<file path="src/rtl/uirq_pkg.sv">
package uirq_pkg;

  // Transmit side wants data: strictly below the half-depth mark.
  function automatic logic tx_wants_data(input int unsigned level, input int unsigned depth);
    return level < (depth / 2);
  endfunction

  // Receive side holds a batch: half-depth mark or above.
  function automatic logic rx_has_batch(input int unsigned level, input int unsigned depth);
    return level >= (depth / 2);
  endfunction

  // Quiet-line limit expressed in bit ticks.
  function automatic int unsigned quiet_ticks(input int unsigned bits_per_char,
                                              input int unsigned chars);
    return bits_per_char * chars;
  endfunction

endpackage

</file>
<file path="src/rtl/uirq_tx_cond.sv">
module uirq_tx_cond
  import uirq_pkg::*;
#(
  parameter int unsigned FIFO_DEPTH = 16,
  parameter int unsigned LW         = $clog2(FIFO_DEPTH + 1)
) (
  input  logic          clk,
  input  logic          rst_n,
  input  logic          fifo_en,
  input  logic [LW-1:0] level,
  input  logic          hold_full,
  output logic          irq
);

  logic want_fifo;
  logic want_hold;
  logic irq_next;

  assign want_fifo = tx_wants_data(32'(level), FIFO_DEPTH);
  assign want_hold = !hold_full;
  assign irq_next  = fifo_en ? want_fifo : want_hold;

  always_ff @(posedge clk or negedge rst_n) begin
    if (!rst_n) irq <= 1'b0;
    else        irq <= irq_next;
  end

  // bypass mode follows the holding register
  a_r2_hold_rule: assert property (@(posedge clk) disable iff (!rst_n)
    $past(rst_n && !fifo_en) |-> (irq == $past(!hold_full)));

  // FIFO mode follows the half-depth mark
  a_r3_fifo_rule: assert property (@(posedge clk) disable iff (!rst_n)
    $past(rst_n && fifo_en) |-> (irq == ($past(32'(level)) < (FIFO_DEPTH / 2))));

endmodule

</file>
<file path="src/rtl/uirq_rx_cond.sv">
module uirq_rx_cond
  import uirq_pkg::*;
#(
  parameter int unsigned FIFO_DEPTH    = 16,
  parameter int unsigned LW            = $clog2(FIFO_DEPTH + 1),
  parameter int unsigned BITS_PER_CHAR = 10,
  parameter int unsigned TIMEOUT_CHARS = 3
) (
  input  logic          clk,
  input  logic          rst_n,
  input  logic          fifo_en,
  input  logic [LW-1:0] level,
  input  logic          hold_valid,
  input  logic          char_stb,
  input  logic          read_stb,
  input  logic          bit_tick,
  output logic          irq
);

  localparam int unsigned LIMIT = quiet_ticks(BITS_PER_CHAR, TIMEOUT_CHARS);
  localparam int unsigned CW    = $clog2(LIMIT + 1);

  logic [CW-1:0] gap_cnt;
  logic          stale_q;
  logic          nonempty;
  logic          restart;
  logic          timeout_hit;
  logic          batch;
  logic          irq_next;

  assign nonempty    = (level != '0);
  assign batch       = rx_has_batch(32'(level), FIFO_DEPTH);
  assign restart     = char_stb || read_stb || !nonempty || !fifo_en;
  assign timeout_hit = fifo_en && nonempty && (gap_cnt == CW'(LIMIT));

  // Quiet-line counter, saturating at the limit.
  always_ff @(posedge clk or negedge rst_n) begin
    if (!rst_n)                                 gap_cnt <= '0;
    else if (restart)                           gap_cnt <= '0;
    else if (bit_tick && gap_cnt != CW'(LIMIT)) gap_cnt <= gap_cnt + CW'(1);
  end

  // Sticky timeout flag, released only by a drained FIFO.
  always_ff @(posedge clk or negedge rst_n) begin
    if (!rst_n)                    stale_q <= 1'b0;
    else if (!fifo_en || !nonempty) stale_q <= 1'b0;
    else if (timeout_hit)          stale_q <= 1'b1;
  end

  assign irq_next = fifo_en ? (nonempty && (batch || stale_q || timeout_hit)) : hold_valid;

  always_ff @(posedge clk or negedge rst_n) begin
    if (!rst_n) irq <= 1'b0;
    else        irq <= irq_next;
  end

  // bypass mode mirrors the holding flag
  a_r4_hold_rule: assert property (@(posedge clk) disable iff (!rst_n)
    $past(rst_n && !fifo_en) |-> (irq == $past(hold_valid)));

  // threshold always raises the line
  a_r5_threshold: assert property (@(posedge clk) disable iff (!rst_n)
    $past(rst_n && fifo_en && (32'(level) >= FIFO_DEPTH / 2)) |-> irq);

  // below threshold, no flag and count short of the limit keeps the line low
  a_r6_no_early: assert property (@(posedge clk) disable iff (!rst_n)
    $past(rst_n && fifo_en && !stale_q && (gap_cnt != CW'(LIMIT)) &&
          (32'(level) < FIFO_DEPTH / 2)) |-> !irq);

  // the flag holds the line up until the FIFO is empty
  a_r8_sticky: assert property (@(posedge clk) disable iff (!rst_n)
    $past(rst_n && fifo_en && stale_q && nonempty) |-> irq);

  // an empty FIFO releases the flag
  a_r8_drain: assert property (@(posedge clk) disable iff (!rst_n)
    $past(rst_n && !nonempty) |-> !stale_q);

endmodule

</file>
<file path="src/rtl/uirq_modem.sv">
module uirq_modem #(
  parameter int unsigned LINES = 2
) (
  input  logic             clk,
  input  logic             rst_n,
  input  logic [LINES-1:0] lines_in,
  input  logic             eoi,
  output logic             irq
);

  logic [LINES-1:0] sync_w;
  logic [LINES-1:0] prev_q;
  logic             chg;

  for (genvar gi = 0; gi < LINES; gi++) begin : g_sync
    logic meta_q;
    logic stab_q;
    always_ff @(posedge clk or negedge rst_n) begin
      if (!rst_n) begin
        meta_q <= 1'b0;
        stab_q <= 1'b0;
      end else begin
        meta_q <= lines_in[gi];
        stab_q <= meta_q;
      end
    end
    assign sync_w[gi] = stab_q;
  end

  always_ff @(posedge clk or negedge rst_n) begin
    if (!rst_n) prev_q <= '0;
    else        prev_q <= sync_w;
  end

  assign chg = |(sync_w ^ prev_q);

  // A change wins over a clear on the same clock.
  always_ff @(posedge clk or negedge rst_n) begin
    if (!rst_n)   irq <= 1'b0;
    else if (chg) irq <= 1'b1;
    else if (eoi) irq <= 1'b0;
  end

  // a detected change sets the line
  a_r9_set: assert property (@(posedge clk) disable iff (!rst_n)
    $past(rst_n && chg) |-> irq);

  // the line rises only after a detected change
  a_r9_cause: assert property (@(posedge clk) disable iff (!rst_n)
    ($past(rst_n) && $rose(irq)) |-> $past(chg));

  // a clear with no change drops the line
  a_r10_clear: assert property (@(posedge clk) disable iff (!rst_n)
    $past(rst_n && eoi && !chg) |-> !irq);

endmodule

</file>
<file path="src/rtl/uart_irq_gen.sv">
module uart_irq_gen #(
  parameter int unsigned FIFO_DEPTH    = 16,
  parameter int unsigned BITS_PER_CHAR = 10,
  parameter int unsigned TIMEOUT_CHARS = 3,
  parameter int unsigned LW            = $clog2(FIFO_DEPTH + 1)
) (
  input  logic          clk,
  input  logic          rst_n,
  input  logic          fifo_en,
  input  logic [LW-1:0] tx_level,
  input  logic [LW-1:0] rx_level,
  input  logic          tx_hold_full,
  input  logic          rx_hold_valid,
  input  logic          rx_char_stb,
  input  logic          rx_read_stb,
  input  logic          bit_tick,
  input  logic          cts_in,
  input  logic          dsr_in,
  input  logic          ms_eoi,
  output logic          tx_irq,
  output logic          rx_irq,
  output logic          ms_irq
);

  localparam int unsigned MODEM_LINES = 2;

  logic [MODEM_LINES-1:0] modem_lines;
  assign modem_lines = {dsr_in, cts_in};

  uirq_tx_cond #(
    .FIFO_DEPTH (FIFO_DEPTH),
    .LW         (LW)
  ) u_tx (
    .clk       (clk),
    .rst_n     (rst_n),
    .fifo_en   (fifo_en),
    .level     (tx_level),
    .hold_full (tx_hold_full),
    .irq       (tx_irq)
  );

  uirq_rx_cond #(
    .FIFO_DEPTH    (FIFO_DEPTH),
    .LW            (LW),
    .BITS_PER_CHAR (BITS_PER_CHAR),
    .TIMEOUT_CHARS (TIMEOUT_CHARS)
  ) u_rx (
    .clk        (clk),
    .rst_n      (rst_n),
    .fifo_en    (fifo_en),
    .level      (rx_level),
    .hold_valid (rx_hold_valid),
    .char_stb   (rx_char_stb),
    .read_stb   (rx_read_stb),
    .bit_tick   (bit_tick),
    .irq        (rx_irq)
  );

  uirq_modem #(
    .LINES (MODEM_LINES)
  ) u_modem (
    .clk      (clk),
    .rst_n    (rst_n),
    .lines_in (modem_lines),
    .eoi      (ms_eoi),
    .irq      (ms_irq)
  );

endmodule

</file>
<file path="config.mk">
export PLATFORM = sky130hd
export DESIGN_NAME = uart_irq_gen
export DESIGN_NICKNAME = d
export VERILOG_FILES = /design/src/rtl/uirq_pkg.sv /design/src/rtl/uirq_tx_cond.sv /design/src/rtl/uirq_rx_cond.sv /design/src/rtl/uirq_modem.sv /design/src/rtl/uart_irq_gen.sv
export SDC_FILE = /design/constraint.sdc
export NUM_CORES = 1
export LEC_CHECK = 0
export CAP_MARGIN = 20
export CORE_UTILIZATION = 41
export CTS_CLUSTER_SIZE = 20
export DETAILED_ROUTE_END_ITERATION = 8
export PLACE_DENSITY = 0.76
export SYNTH_ARGS = -nofsm -noshare
export SYNTH_HDL_FRONTEND = slang
export SYNTH_SLANG_ARGS = --single-unit
</file>
<file path="constraint.sdc">
create_clock -name clk -period 1.75 [get_ports clk]
set_clock_uncertainty 0.05 [all_clocks]
set_input_delay 0.525 -clock clk [delete_from_list [all_inputs] [get_ports clk]]
set_output_delay 0.525 -clock clk [all_outputs]
set_load 0.01 [all_outputs]
</file>
---- Word level (Yosys, flattened, before mapping) ----
Cells that the tools add are included.
storage, ports and cells
  bits in registers ....................... 15
  output and inout bits ................... 3
  input port bits ......................... 21
operators by class
  muxes and demuxes ....................... 8
  equality and inequality tests ........... 2
  reductions and logical operators ........ 18
  add/subtract/negate cells ............... 1
  $lt $le $gt $ge ......................... 2
  bitwise operators ....................... 1
operators by type and width
  kind                                                                                  count
  5-bit 2-to-1 mux                                                                      2
  1-bit logical OR                                                                      6
  1-bit 2-to-1 mux                                                                      6
  2-bit nonzero test                                                                    3
  5-bit by 1-bit adder with 5-bit output (second input constant)                        1
  5-bit equality test (second input constant)                                           1
  5-bit by 4-bit greater-or-equal comparator with 1-bit output (second input constant)  1
  5-bit by 4-bit less-than comparator with 1-bit output (second input constant)         1
  5-bit != test (second input constant)                                                 1
  5-bit nonzero test                                                                    1
  1-bit logical AND                                                                     4
  1-bit zero test                                                                       3
  2-bit OR reduction                                                                    1
  2-bit bitwise XOR                                                                     1

---- Longest topological paths before layout ----
Gate-level depths: netlist (run 1).
  depth in word-level cells ............... 6
  depth in mapped cells ................... 6
  gate-level depth less buffers ........... 5

---- Hierarchy ----
A second synthesis (run 1) with hierarchy kept.
unflattened totals
  cells, all modules ...................... 52
  area total of the unflattened synthesis .. 620.6 sq um
by module, submodules not included
  module        area an instance (sq um)  cells each  instances  sequential area each (sq um)
  uirq_rx_cond  372.9                     38          1          175.2
  uirq_modem    203.9                     11          1          175.2
  uirq_tx_cond  43.8                      3           1          25.0

---- Worst setup path after synthesis (run 1) ----
Ideal clock, no wire load.
  path kind ............................... in2reg
  start ................................... in rx_level[3]
  end ..................................... reg u_rx.irq
  slack ................................... 58 ps
  data arrival time ....................... 1518 ps
  data required time ...................... 1576 ps
  path buffers ............................ 0
  stages .................................. 3
  cells stage by stage .................... or4_4 o221a_4 or2_1
on the way
  cells in the longest elaborated chain, start to end .. 6
ends and longest elaborated chain
  item                                                                                                                  RTL line            source
  start: declaration                                                                                                    uart_irq_gen.sv:11  input logic [LW-1:0] rx_level,
  parallel branches: the longest is 4 deep, another holds 5-bit by 4-bit greater-or-equal comparator with 1-bit output  -
  1-bit logical AND (*)                                                                                                 uirq_rx_cond.sv:50  assign irq_next = fifo_en ? (nonempty && (batch || stale_q || timeout_hit)) : hold_valid;
  1-bit 2-to-1 mux (*)                                                                                                  uirq_rx_cond.sv:50
  via u_rx.irq_next                                                                                                     uirq_rx_cond.sv:29  logic irq_next;
  end signal: assignment                                                                                                uirq_rx_cond.sv:54  else irq <= irq_next;
  end: declaration                                                                                                      uirq_rx_cond.sv:17  output logic irq
Mark *: on every way through the listed nets, which the timed path passes.
A chain may end at the register's enable or synchronous reset.

---- Final worst setup path (run 1) ----
  start ................................... in rx_level[0]
  end ..................................... reg u_rx.irq
Same word-level chain as after synthesis.

==> results of run 1 <==
## sequential cells by signal, indices dropped and copies added, names as in the netlist
register and count:
u_rx.gap_cnt 5, u_modem.g_sync.meta_q 2, u_modem.g_sync.stab_q 2, u_modem.prev_q 2, u_modem.irq 1, u_rx.irq 1
u_rx.stale_q 1, u_tx.irq 1
## through the flow
stage	hold slack [ps]	std cells	setup TNS, ps	utilization [%]	instance area [sq um]
after floorplan	179	54	0	-	619
after global placement	283	91	-1990	63.5	857
after detailed placement	288	91	-2080	63.5	857
after CTS	310	95	0	65.2	880
after global routing	320	95	0	65.7	887
final	307	95	0	65.7	887
## metal layers
layer,up-vias,wire length [um],GRT usage (%)
met5,-,0,0
li1,245,-,-
met3,0,52,3.26
met4,0,0,10.0
met2,19,589,33.6
met1,233,514,18.7
## kinds of logic after synthesis
group,Yosys count,synth area share (%)
AO/OA/AOI/OAI,12,12.9
flip-flops,15,60.6
buffers and inverters,4,2.42
AND/OR/NAND/NOR,19,17.2
adder cells (fa/ha/maj),2,4.04
XOR/XNOR,2,2.83
## cell type report
type	count	area [sq um]
fillers	123	463
clock inverters	1	5.00
flip-flops and latches	15	375
clock buffers	3	22.5
inverters	3	11.3
well taps	15	18.8
multi-input cells	35	229
repair buffers	23	225
## placed cells by master (no fill, tap or decap)
| master | n |
|---|---|
| a211oi_1 | 1 |
| a21oi_1 | 5 |
| and4_1 | 1 |
| buf_4 | 3 |
| clkbuf_4 | 3 |
| clkdlybuf4s50_1 | 13 |
| clkinv_2 | 1 |
| dfrtp_1 | 15 |
| dlygate4sd2_1 | 4 |
| dlymetal6s2s_1 | 3 |
| ha_1 | 2 |
| inv_1 | 3 |
| nand2_1 | 1 |
| nand2b_1 | 1 |
| nand3_1 | 2 |
| nand4_1 | 2 |
| nor2_1 | 5 |
| nor3_1 | 2 |
| o211ai_1 | 1 |
| o21ai_0 | 4 |
| o221a_4 | 1 |
| or2_1 | 1 |
| or2_2 | 1 |
| or3_1 | 2 |
| or4_4 | 1 |
| xnor2_1 | 2 |
## what timing repair did
item | in CTS | in global routing
endpoints found under the hold margin | 0 | 0
setup endpoints to repair | 3 | 3
pin swaps | 3 | 0
gates resized for setup | 4 | 3
## power groups by stage
stage	clock (uW)	sequential [uW]	combinational, uW
final	191	365	78.7
after global routing	209	367	88.2
after floorplan	0	374	16.3
after CTS	200	366	81.2
after global placement	0	371	83.2
after detailed placement	0	373	84.6
## how the worst min path moves through the flow
| stage | start | end | cells after the start |
|---|---|---|---|
| floorplan | rst_n | u_modem.g_sync[0].meta_q | 0 |
| global placement | u_modem.g_sync[0].meta_q | u_modem.g_sync[0].stab_q | 0 |
| detailed placement | u_modem.g_sync[0].meta_q | u_modem.g_sync[0].stab_q | 0 |
| CTS | u_modem.g_sync[0].meta_q | u_modem.g_sync[0].stab_q | 0 |
| global route | u_modem.g_sync[0].meta_q | u_modem.g_sync[0].stab_q | 0 |
| finish | u_modem.g_sync[0].meta_q | u_modem.g_sync[0].stab_q | 0 |
==> metrics, run 1 <==
Worst VDD drop 316 uV; crit path from rx_level[0]; worst r2r dst u_rx.irq; Achievable Freq 0.602 GHz; Max Cap Viol 0; Internal 495 uW; RSZ-0062 raised after global routing no; final period utilization between 90% and 100%; post-route ant nets 0; Yosys reg bits 15; initial antenna violation count 0; CTS tree built; Pwr per Cell Area between 700 and 800 nW/um^2; crit path DAT 1780 ps; Setup WS post-layout 89.2 ps; Reg2Reg Launch Point u_rx.gap_cnt[0]; port bufs 20; I/O pin count 24; Main synth FF type dfrtp_1; register area share after synthesis 60.6%; Synth area leader dfrtp_1; crit-path max FO 2; first-pass GRT wire length roughly 1900 um; post-layout minimum cycle time 1660 ps; pin count of the biggest net entering global routing 16; Vias 497; initial core utilization 45.9%; Worst Hold Class flop to flop; Post-CTS Repair Setup Buffers 0; Rows 13; most frequent cell after synthesis dfrtp_1; yosys warns 0; Final Power 635 uW; delay-heaviest family, CP simple AND/OR/NAND/NOR gates; Bufs and invs on worst path 1; wire length per cell 12.2 um; Routability Congestion 0.766; Initial DRC Count 11; Seq pwr share 57.5%; Synth cell types 21; core area 1350 sq um; DIE AREA between 1500 and 2000 sq um; Crit path depth 4; gr ovfl total 0; number of remaining DRC errors 0; die height 40.9 um; combinational power share 12.4%; Crit. End Element flop; slowest CP cell or4_4; Leak 0.000401 uW; actual slew at the worst max-slew pin 244 ps; die extent in x 40.9 um; Routed Wire Length 1160 um; CP required 1870 ps; CTS max path bufs 2; clk_lat worst skew 280 ps; Post-Synthesis Cells 54; endpoints failing setup 0; Startpoint Class primary input; CTS Hold Buffers Added 0; Antenna diodes 0; normalized max-slew margin 83.8%; mean post-synth cell area 11.5 sq um; Net Switching around 140 uW; r2r setup slk 210 ps; htree depth 1; CTS Buf Count 3; Post-synth EDFFs 0; clock share of power 30.1%; Setup Slack @ Placement -410 ps; proportion of layout cells with a drive suffix above 1 12.5%; placed wire-length estimate 870 um; Net Sw Frac about 22%; Pre-Repair DR Iteration Count 4; net count after synthesis 77; CP Cell Sequence dlygate4sd2_1 > or4_4 > o221a_4 > or2_1; final net count 104; clk sinks 15; Crit Path Class primary input to flop; CTS Root Cell clkbuf_4; ys async rst share 100%; final hold vios 0; R2R depth 5; CP max stage delay 530 ps; vias in the first global route between 500 and 600; drt via density around 5.2; commonest cells in the netlist 15 x dfrtp_1, 5 x a21oi_1, 5 x nor2_1; gr usage total between 10% and 20%; area delta synth->final 43.2%; Worst setup endpoint u_rx.irq; Area contributors post-synth dfrtp_1 61%, a21oi_1 4.0%, ha_1 4.0%, o21ai_0 3.2%, o221a_4 3.2%; status finished, final reports clean; cell area after synthesis between 600 and 700 sq um; max-slew violations 0; post-synth top area share 60.6%; Reg clk slew, reported paths 90 ps
(Power assumes the default switching activity.)
==> run 2: changes to the inputs <==
--- a/config.mk
+++ b/config.mk
@@ -7,7 +7,6 @@
 export LEC_CHECK = 0
 export CAP_MARGIN = 20
 export CORE_UTILIZATION = 41
-export CTS_CLUSTER_SIZE = 20
 export DETAILED_ROUTE_END_ITERATION = 8
 export PLACE_DENSITY = 0.76
 export SYNTH_ARGS = -nofsm -noshare
==> results of run 2 <==
Final layout, timing and power as in run 1 (identical DEF).
==> run 3: changes to the inputs <==
--- a/config.mk
+++ b/config.mk
@@ -6,9 +6,11 @@
 export NUM_CORES = 1
 export LEC_CHECK = 0
 export CAP_MARGIN = 20
+export CORE_MARGIN = 2
 export CORE_UTILIZATION = 41
 export DETAILED_ROUTE_END_ITERATION = 8
 export PLACE_DENSITY = 0.76
+export REMOVE_ABC_BUFFERS = 1
 export SYNTH_ARGS = -nofsm -noshare
 export SYNTH_HDL_FRONTEND = slang
 export SYNTH_SLANG_ARGS = --single-unit
==> run 3 against run 2 <==
Against the previous run:
- die area is 10% higher
- sequential power hardly changed
- count of clock-buffer cells in the layout stayed put
- critical path depth is 3 lower
- worst hold slack worse by 1.7 ps
- via count is 1.8% lower
- setup slack worse by 44 ps
- wire length is 7.3% lower
- register-to-register slack hardly changed
- core utilization is 5.1 points lower
- first-iteration DRC count is 9.1% lower
- final area is 0.71% lower
==> metrics, run 3 (synthesis results as in run 1) <==
status finished, final reports clean; Worst setup endpoint tx_irq; proportion of layout cells with a drive suffix above 1 12.5%; pin count of the biggest net entering global routing 16; Final Power between 600 and 700 uW; clk sinks 15; Rows 14; R2R depth 5; Finished Cell Area 881 sq um; clk_lat worst skew 280 ps; combinational power share 12.2%; initial core utilization 42.6%; Pwr per Cell Area 726 nW/um^2; crit path from u_tx.irq; fin cells 96; gr usage total 14.6%; most frequent cells in the layout 15 x dfrtp_1, 14 x clkdlybuf4s50_1, 6 x dlygate4sd2_1; DP Area 858 sq um; wire length per cell 11.2 um; max FFs per register 5; area delta synth->final 42.2%; Routability Congestion 0.721; Crit Path Class flop to output pin; port bufs 20; Worst VDD drop 464 uV; Placed Cells about 90; Startpoint Class flop; delay-heaviest family, CP buffers and inverters; Reg clk slew, reported paths 90 ps; final setup TNS 0 ps; Pre-Repair DR Iteration Count 4; commonest non-fill, non-tap cell in the layout dfrtp_1; Antenna diodes 0; DIE AREA 1840 sq um; initial antenna violation count 0; max-slew violations 0; Vias 488; vias in the first global route roughly 500; die extent in x 42.9 um; post-route ant nets 0; Seq pwr share 57.0%; Fillers between 100 and 150; final hold vios 0; CTS tree built; I/O pin count 24; CP max stage delay around 520 ps; Reg with most FFs u_rx.gap_cnt; Reg area 375 sq um; Worst Hold Class flop to flop; r2r setup slk 200 ps; Final Util 60.6%; CTS Root Cell clkbuf_4; CTS Hold Buffers Added 0; Crit path depth 1; endpoints failing setup 0; crit path DAT around 1100 ps; CTS max path bufs 2; Leak 0.000371 uW; Achievable Freq approximately 0.59 GHz; RSZ-0062 raised after global routing no; final period utilization 97.4%; htree depth 1; Internal 496 uW; actual slew at the worst max-slew pin 243 ps; CP required 1170 ps; slowest CP cell clkdlybuf4s50_1; clock share of power 30.7%; placed wire-length estimate 845 um; CTS Buf Count 3; core area approximately 1500 sq um; die height 42.9 um; normalized max-slew margin 83.8%; multi-input logic area between 200 and 250 sq um; number of remaining DRC errors 0; Post-CTS Repair Setup Buffers 0; first-pass GRT wire length 1930 um; worst r2r dst u_rx.irq; Crit. End Element output pin; Max Cap Viol 0; post-layout minimum cycle time 1700 ps; Initial DRC Count 10; Bufs and invs on worst path 1; drt via density 5.08; Routed Wire Length 1070 um; Net Switching between 100 and 150 uW; crit-path max FO 1; CP Cell Sequence clkdlybuf4s50_1; Reg2Reg Launch Point u_rx.gap_cnt[0]; final net count 104; Net Sw Frac 22.5%; gr ovfl total 0; # resized after CTS 6
[run 3: cell count changes in the layout (fill, tap and decap cells not counted)]
cell / delta
clkinv_2: -1
clkdlybuf4s50_1: +1
dlygate4sd2_1: +2
dlymetal6s2s_1: -3
clkinvlp_4: +1
[run 3: cell type report]
class                   count  share of cell area, %
clock buffers               3                   2.56
multi-input cells          35                   26.0
clock inverters             1                  0.852
flip-flops and latches     15                   42.6
inverters                   3                   1.28
well taps                  16                   2.27
repair buffers             23                   24.4
[run 3: per-layer routing]
layer | wire (um) | vias to the layer above | global-route usage (%)
met3 | 70 | 2 | 2.98
met2 | 514 | 18 | 22.4
met4 | 14 | 0 | 9.38
met5 | 0 | - | 0
met1 | 473 | 226 | 18.6
li1 | - | 242 | -
[run 3: how the worst min path moves through the flow]
stage,slack [ps],end,depth (start not counted),startpoint
final,310,u_modem.g_sync[1].stab_q,0,u_modem.g_sync[1].meta_q
after global routing,330,u_modem.g_sync[1].stab_q,0,u_modem.g_sync[1].meta_q
after CTS,310,u_modem.g_sync[1].stab_q,0,u_modem.g_sync[1].meta_q
after detailed placement,280,u_modem.g_sync[1].stab_q,0,u_modem.g_sync[1].meta_q
after global placement,280,u_modem.g_sync[0].stab_q,0,u_modem.g_sync[0].meta_q
after floorplan,180,u_modem.g_sync[0].meta_q,0,rst_n
[run 3: power groups by stage]
| stage | combinational (uW) | clock [uW] | sequential (uW) |
|---|---|---|---|
| 2_1_floorplan | 16.3 | 0 | 374 |
| 3_3_place_gp | 83.0 | 0 | 371 |
| 3_5_place_dp | 84.9 | 0 | 372 |
| 4_1_cts | 79.4 | 207 | 365 |
| 5_1_grt | 86.4 | 216 | 367 |
| 6_report | 78.2 | 197 | 365 |
[run 3: worst register-to-register path, delay by kind of cell (launching register included)]
family	cells	cell delay, ps
compound gates	1	260
fa+ha+maj	1	200
flops	1	420
simple gates	2	440
buf+inv	1	60
[run 3: per-stage QoR]
stage / hold slack, ps / setup slack [ps]
6_report: 306 / 45.1
5_1_grt: 331 / 13.4
4_1_cts: 308 / 30.0
3_5_place_dp: 285 / -423
3_3_place_gp: 284 / -394
2_1_floorplan: 179 / 58.0
